==> config.mk <==
export PLATFORM = sky130hd
export DESIGN_NAME = aux_sysctl_regs
export DESIGN_NICKNAME = d
export VERILOG_FILES = /design/src/rtl/aux_pkg.sv /design/src/rtl/aux_sync.sv /design/src/rtl/aux_decode.sv /design/src/rtl/aux_power.sv /design/src/rtl/aux_sysctl_regs.sv
export SDC_FILE = /design/constraint.sdc
export NUM_CORES = 1
export LEC_CHECK = 0
export ABC_AREA = 0
export BUFFER_PORTS_ARGS = -buffer_cell sky130_fd_sc_hd__buf_2
export CORE_ASPECT_RATIO = 1.5
export CORE_MARGIN = 1.5
export CORE_UTILIZATION = 50
export CTS_BUF_LIST = sky130_fd_sc_hd__clkbuf_2
export DETAILED_ROUTE_END_ITERATION = 10
export PLACE_DENSITY_LB_ADDON = 0.3
export SLEW_MARGIN = 20
export SYNTH_ARGS = -nofsm -noshare
export SYNTH_HDL_FRONTEND = slang
export SYNTH_HIERARCHICAL = 1
export SYNTH_SLANG_ARGS = --single-unit
==> constraint.sdc <==
create_clock -name clk -period 1.9 [get_ports clk]
set_clock_uncertainty 0.05 [all_clocks]
set_input_delay 0.285 -clock clk [delete_from_list [all_inputs] [get_ports clk]]
set_output_delay 0.285 -clock clk [all_outputs]
set_load 0.02 [all_outputs]
==> src/rtl/aux_pkg.sv <==
package aux_pkg;
  localparam int DATA_W  = 32;
  localparam int REG_W   = 8;
  localparam int LED_W   = 16;
  localparam int SEL_W   = 3;
  localparam int NUM_SEL = 1 << SEL_W;

  // bit positions software depends on
  localparam int CFG_PIE_BIT  = 3;
  localparam int AUX1_TC_BIT  = 1;
  localparam int AUX2_OFF_BIT = 0;
  localparam int AUX2_CLR_BIT = 1;
  localparam int AUX2_PF_BIT  = 5;
  localparam int SYS_RST_BIT  = 0;
  localparam logic [REG_W-1:0] SYS_RST_MARK = 8'h02;

  typedef enum logic [SEL_W-1:0] {
    SEL_CFG   = 3'd0,
    SEL_DIAG  = 3'd1,
    SEL_MODEM = 3'd2,
    SEL_AUX1  = 3'd3,
    SEL_AUX2  = 3'd4,
    SEL_LED   = 3'd5,
    SEL_SYS   = 3'd6,
    SEL_NONE  = 3'd7
  } sel_e;

  typedef enum logic [1:0] {
    SZ_8   = 2'd0,
    SZ_16  = 2'd1,
    SZ_32  = 2'd2,
    SZ_RSV = 2'd3
  } size_e;

  function automatic size_e need_size(input sel_e s);
    case (s)
      SEL_LED:  need_size = SZ_16;
      SEL_SYS:  need_size = SZ_32;
      SEL_NONE: need_size = SZ_RSV;
      default:  need_size = SZ_8;
    endcase
  endfunction
endpackage

==> src/rtl/aux_sync.sv <==
module aux_sync #(
  parameter int STAGES = 2
) (
  input  logic clk,
  input  logic rst,
  input  logic din,
  output logic dout,
  output logic chg
);
  localparam int MSB = STAGES - 1;

  logic [MSB:0] sh;
  logic         prev;

  generate
    if (STAGES == 1) begin : g_one
      always_ff @(posedge clk) begin
        if (rst) sh <= '0;
        else     sh <= din;
      end
    end else begin : g_chain
      always_ff @(posedge clk) begin
        if (rst) sh <= '0;
        else     sh <= {sh[MSB-1:0], din};
      end
    end
  endgenerate

  always_ff @(posedge clk) begin
    if (rst) prev <= 1'b0;
    else     prev <= sh[MSB];
  end

  assign dout = sh[MSB];
  assign chg  = sh[MSB] ^ prev;
endmodule

==> src/rtl/aux_decode.sv <==
module aux_decode
  import aux_pkg::*;
(
  input  logic               req_valid,
  input  logic [SEL_W-1:0]   req_sel,
  input  logic [1:0]         req_size,
  output logic [NUM_SEL-1:0] hit,
  output logic               bad
);
  generate
    for (genvar i = 0; i < NUM_SEL; i++) begin : g_sel
      localparam sel_e  SEL_I  = sel_e'(i);
      localparam size_e NEED_I = need_size(SEL_I);
      assign hit[i] = req_valid && (req_sel == SEL_W'(i)) &&
                      (req_size == NEED_I) && (NEED_I != SZ_RSV);
    end
  endgenerate

  assign bad = req_valid && !(|hit);
endmodule

==> src/rtl/aux_power.sv <==
module aux_power
  import aux_pkg::*;
(
  input  logic             clk,
  input  logic             rst,
  input  logic             soft_rst,
  input  logic             cfg_pie,
  input  logic             cfg_wr,
  input  logic             aux2_wr,
  input  logic [REG_W-1:0] wbyte,
  input  logic             pf_level,
  input  logic             pf_chg,
  output logic [REG_W-1:0] aux2_q,
  output logic             irq,
  output logic             pwroff
);
  localparam logic [REG_W-1:0] KEEP_MASK = REG_W'((1 << AUX2_OFF_BIT) | (1 << AUX2_CLR_BIT));
  localparam logic [REG_W-1:0] OFF_MASK  = REG_W'(1 << AUX2_OFF_BIT);

  logic             status_ev;
  logic [REG_W-1:0] aux2_n;
  logic             pie_n;

  always_comb begin
    status_ev = pf_chg ? (pf_level & cfg_pie) : aux2_q[AUX2_PF_BIT];
    if (aux2_wr) begin
      aux2_n = wbyte & KEEP_MASK;
      aux2_n[AUX2_PF_BIT] = status_ev;
      if (wbyte[AUX2_CLR_BIT]) aux2_n = aux2_n & OFF_MASK;
    end else begin
      aux2_n = aux2_q;
      aux2_n[AUX2_PF_BIT] = status_ev;
    end
    pie_n = cfg_wr ? wbyte[CFG_PIE_BIT] : cfg_pie;
  end

  always_ff @(posedge clk) begin
    if (rst || soft_rst) begin
      aux2_q <= '0;
      irq    <= 1'b0;
      pwroff <= 1'b0;
    end else begin
      aux2_q <= aux2_n;
      irq    <= aux2_n[AUX2_PF_BIT] & pie_n;
      pwroff <= aux2_n[AUX2_OFF_BIT];
    end
  end
endmodule

==> src/rtl/aux_sysctl_regs.sv <==
module aux_sysctl_regs
  import aux_pkg::*;
#(
  parameter int SYNC_STAGES = 2,
  parameter int OFS_W       = 2
) (
  input  logic              clk,
  input  logic              rst,
  input  logic              soft_rst,
  input  logic              req_valid,
  input  logic              req_write,
  input  logic [SEL_W-1:0]  req_sel,
  input  logic [OFS_W-1:0]  req_ofs,
  input  logic [1:0]        req_size,
  input  logic [DATA_W-1:0] req_wdata,
  output logic [DATA_W-1:0] rsp_rdata,
  output logic              rsp_err,
  output logic              irq,
  output logic              tc_pulse,
  output logic              pwroff_req,
  output logic              rst_req,
  input  logic              pwr_fail_in
);
  localparam logic [REG_W-1:0] TC_CLR = ~REG_W'(1 << AUX1_TC_BIT);

  logic [NUM_SEL-1:0] hit, wr, rd;
  logic               bad;
  logic [REG_W-1:0]   cfg_q, diag_q, modem_q, aux1_q, aux2_q, sys_q;
  logic [LED_W-1:0]   led_q;
  logic [REG_W-1:0]   wbyte;
  logic               pf_level, pf_chg;
  logic [DATA_W-1:0]  rd_mux;
  logic               ofs_zero;

  assign wbyte    = req_wdata[REG_W-1:0];
  assign ofs_zero = (req_ofs == '0);
  assign wr       = hit & {NUM_SEL{req_write}};
  assign rd       = hit & {NUM_SEL{~req_write}};

  aux_decode u_dec (
    .req_valid (req_valid),
    .req_sel   (req_sel),
    .req_size  (req_size),
    .hit       (hit),
    .bad       (bad)
  );

  aux_sync #(.STAGES(SYNC_STAGES)) u_sync (
    .clk  (clk),
    .rst  (rst),
    .din  (pwr_fail_in),
    .dout (pf_level),
    .chg  (pf_chg)
  );

  aux_power u_pwr (
    .clk      (clk),
    .rst      (rst),
    .soft_rst (soft_rst),
    .cfg_pie  (cfg_q[CFG_PIE_BIT]),
    .cfg_wr   (wr[SEL_CFG]),
    .aux2_wr  (wr[SEL_AUX2]),
    .wbyte    (wbyte),
    .pf_level (pf_level),
    .pf_chg   (pf_chg),
    .aux2_q   (aux2_q),
    .irq      (irq),
    .pwroff   (pwroff_req)
  );

  // registers cleared by the partial reset
  always_ff @(posedge clk) begin
    if (rst || soft_rst) begin
      cfg_q   <= '0;
      modem_q <= '0;
      aux1_q  <= '0;
    end else begin
      if (wr[SEL_CFG])   cfg_q   <= wbyte;
      if (wr[SEL_MODEM]) modem_q <= wbyte;
      if (wr[SEL_AUX1])  aux1_q  <= wbyte & TC_CLR;
    end
  end

  // registers kept across the partial reset
  always_ff @(posedge clk) begin
    if (rst) begin
      diag_q <= '0;
      led_q  <= '0;
      sys_q  <= '0;
    end else begin
      if (wr[SEL_DIAG]) diag_q <= wbyte;
      if (wr[SEL_LED])  led_q  <= req_wdata[LED_W-1:0];
      if (wr[SEL_SYS] && ofs_zero && req_wdata[SYS_RST_BIT]) sys_q <= SYS_RST_MARK;
    end
  end

  // strobes
  always_ff @(posedge clk) begin
    if (rst) begin
      tc_pulse <= 1'b0;
      rst_req  <= 1'b0;
      rsp_err  <= 1'b0;
    end else begin
      tc_pulse <= wr[SEL_AUX1] && wbyte[AUX1_TC_BIT];
      rst_req  <= wr[SEL_SYS] && ofs_zero && req_wdata[SYS_RST_BIT];
      rsp_err  <= bad;
    end
  end

  always_comb begin
    rd_mux = '0;
    if (rd[SEL_CFG])   rd_mux = DATA_W'(cfg_q);
    if (rd[SEL_DIAG])  rd_mux = DATA_W'(diag_q);
    if (rd[SEL_MODEM]) rd_mux = DATA_W'(modem_q);
    if (rd[SEL_AUX1])  rd_mux = DATA_W'(aux1_q);
    if (rd[SEL_AUX2])  rd_mux = DATA_W'(aux2_q);
    if (rd[SEL_LED])   rd_mux = DATA_W'(led_q);
    if (rd[SEL_SYS] && ofs_zero) rd_mux = DATA_W'(sys_q);
  end

  always_ff @(posedge clk) begin
    if (rst) rsp_rdata <= '0;
    else if (req_valid && !req_write) rsp_rdata <= rd_mux;
  end
endmodule

==> results.py <==
metrics = {
    "timing": {
        "max_slew_margin_pct": 61.39,
        "fin_tns_setup_ps": 0,
        "whs_ps": 18.41,
        "finalHoldViolCount": 0,
        "finalSetupViolCount": 0,
        "layout_min_cycle_time_ps": 1509,
        "finalCritPeriodShare_pct": 79.44,
        "fin_ws_ps": 390.6,
        "rsz0062_at_grt": "false",
        "worstMarginPinSlew_ps": 564.6,
        "final_max_slew_viol_count": 0,
        "fmax_mhz": 662.5,
    },
    "clock_tree": {
        "htreeDepth": 3,
        "cts.root.buffer_cell": "clkbuf_2",
        "cts_tree": "yes",
        "insertion_delay_ps": 550,
        "cts-resized-gates": 0,
        "ctsLongestPathBuffers": 2,
        "cts_buffers": 9,
        "cts_sinks": 73,
        "post-cts-setup-buffer-count": 0,
        "clk_pin_slew_ps": 180,
        "postCtsHoldBufs": 18,
    },
    "placed_design": {
        "portBuffers": 49,
        "place_area_um2": 3772,
        "post-place-ws_ps": -164.4,
        "dpl.hpwl_mm": 5.923,
        "gp_congestion": 0.8212,
    },
    "global_routing": {
        "track_usage_pct": 23.81,
        "antenna_found_initial": 0,
        "grt-ovfl-total": 0,
        "grt_pass1_wl_mm": 13.52,
        "grt_max_degree": 26,
        "grt_pass1_vias": 2966,
    },
    "worst_setup_path": {
        "critPathLaunchType": "input port",
        "criticalPathCategory": "input port to flop",
        "cp-end-kind": "flop",
        "required_ps": 2340,
        "path_cells": "buf_2, or4bb_1, nor2_1, or3b_4, buf_4, nor3_1, a21o_1",
        "slowest_stage": "or4bb_1",
        "cp_slowest_stage_delay_ps": 520,
        "worstPathArrival_ps": 1950,
        "cp_max_fo": 4,
    },
    "floorplanning": {
        "core-area_um2": 6486,
        "start_util_pct": 51.60,
        "std_cell_rows": 36,
        "die_w_um": 69.80,
        "die_area_um2": 7204,
        "fp.dieH_um": 103.2,
        "io_pins": 82,
    },
    "synth": {
        "synthCells": 429,
        "syn_area_per_cell_um2": 7.802,
        "ys_warn_count": 6,
        "synth_area_um2": 3347,
    },
    "route": {
        "viasPerCell": 5.332,
        "drt_first_pass_iters": 4,
        "wl_per_cell_um": 13.92,
        "drc_errors": 0,
        "wirelength_mm": 8.214,
        "vias": 3146,
        "drtIter0Drc": 112,
        "detail-route-antenna-nets": 0,
    },
    "final_layout": {
        "diodes": 0,
        "layout-drive-gt1-share_pct": 23.15,
        "nFillCells": 597,
        "areaGrowthSynthToFinish_pct": 21.42,
        "final_nets": 554,
        "final_cell_area_um2": 4064,
    },
    "power": {
        "power.density_nw_per_um2": 656.4,
        "p_int_w": 0.001952,
        "switchingPower_w": 0.0007155,
        "power.leakage_nw": 1.529,
        "swShare_pct": 26.82,
        "pwr-share-comb_pct": 9.5,
        "p_seq_share_pct": 58.0,
        "vdd_drop_max_v": 0.0004474,
        "power_w": 0.002667,
        "clkPwrFrac_pct": 32.5,
    },
    "job": {
        "drv_cap": 0,
    },
    "outcome": {
        "status": "completed",
    },
    "worst_hold_path": {
        "hold_class": "input port to flop",
    },
}
[placed cells by master (no fill, tap or decap), types with 3 or more instances in the layout]
cell / instances
a21oi_1: 65
a221oi_1: 13
a22oi_2: 8
buf_2: 49
buf_4: 31
clkbuf_2: 11
conb_1: 22
dfxtp_1: 73
dlygate4sd3_1: 18
inv_1: 7
nand2_1: 95
nand2b_1: 8
nand3_1: 30
nor2_1: 19
nor2b_1: 5
nor3_1: 7
nor3b_2: 3
o21ai_0: 16
[critical path: cells and delay by family]
family,cells,cell delay [ps]
simple gates,4,1270
compound gates,1,120
buf+inv,2,270
[power by group through the flow]
stage / logic, W / clock network [W] / registers (W)
2_1_floorplan: 0.000160 / 0 / 0.00158
3_3_place_gp: 0.000220 / 0 / 0.00158
3_5_place_dp: 0.000222 / 0 / 0.00158
4_1_cts: 0.000251 / 0.000884 / 0.00155
5_1_grt: 0.000276 / 0.000942 / 0.00155
6_report: 0.000252 / 0.000868 / 0.00155
[flip-flops by register name, summed over array words and instances, names as in the netlist]
name,flops
aux1_q,7
cfg_q,8
diag_q,8
led_q,16
modem_q,8
rsp_err,1
rsp_rdata,16
rst_req,1
sys_q,1
tc_pulse,1
u_pwr/aux2_q,2
u_pwr/irq,1
u_sync/prev,1
u_sync/sh,2
[final cells by class]
| cell class | instances | area, µm² | area share, % |
|---|---|---|---|
| well taps | 76 | 95.09 | 2.340 |
| clock buffers | 11 | 55.05 | 1.355 |
| repair buffers | 100 | 698.2 | 17.18 |
| multi-input cells | 317 | 1668 | 41.04 |
| inverters | 8 | 30.03 | 0.7389 |
| clock inverters | 5 | 56.30 | 1.385 |
| flip-flops and latches | 73 | 1461 | 35.96 |
[path summary, 6_finish.rpt]
path	slack (ps)	cells past startpoint	end	startpoint
worst min register to register	410	1	u_sync/sh[1]	u_sync/sh[0]
worst max-delay path	390	7	sys_q[1]	req_sel[0]
worst min-delay path	20	3	rsp_err	req_sel[2]
worst max register to register	580	4	rsp_rdata[1]	modem_q[1]
[metal layers]
metal | vias to the layer above | part of all wire, % | global-route usage [%]
li1 | 1584 | - | -
met1 | 1463 | 40 | 26.07
met2 | 84 | 53 | 43.96
met3 | 15 | 3.9 | 3.004
met4 | 0 | 2.9 | 14.50
met5 | - | 0 | 0
[stage by stage]
| stage | cells | utilization, % |
|---|---|---|
| CTS | 590 | 62.65 |
| global route | 590 | 62.65 |
| floorplan | 449 | - |
| finish | 590 | 62.65 |
| global placement | 556 | 58.16 |
| detailed placement | 556 | 58.16 |
(Power assumes the default switching activity.)
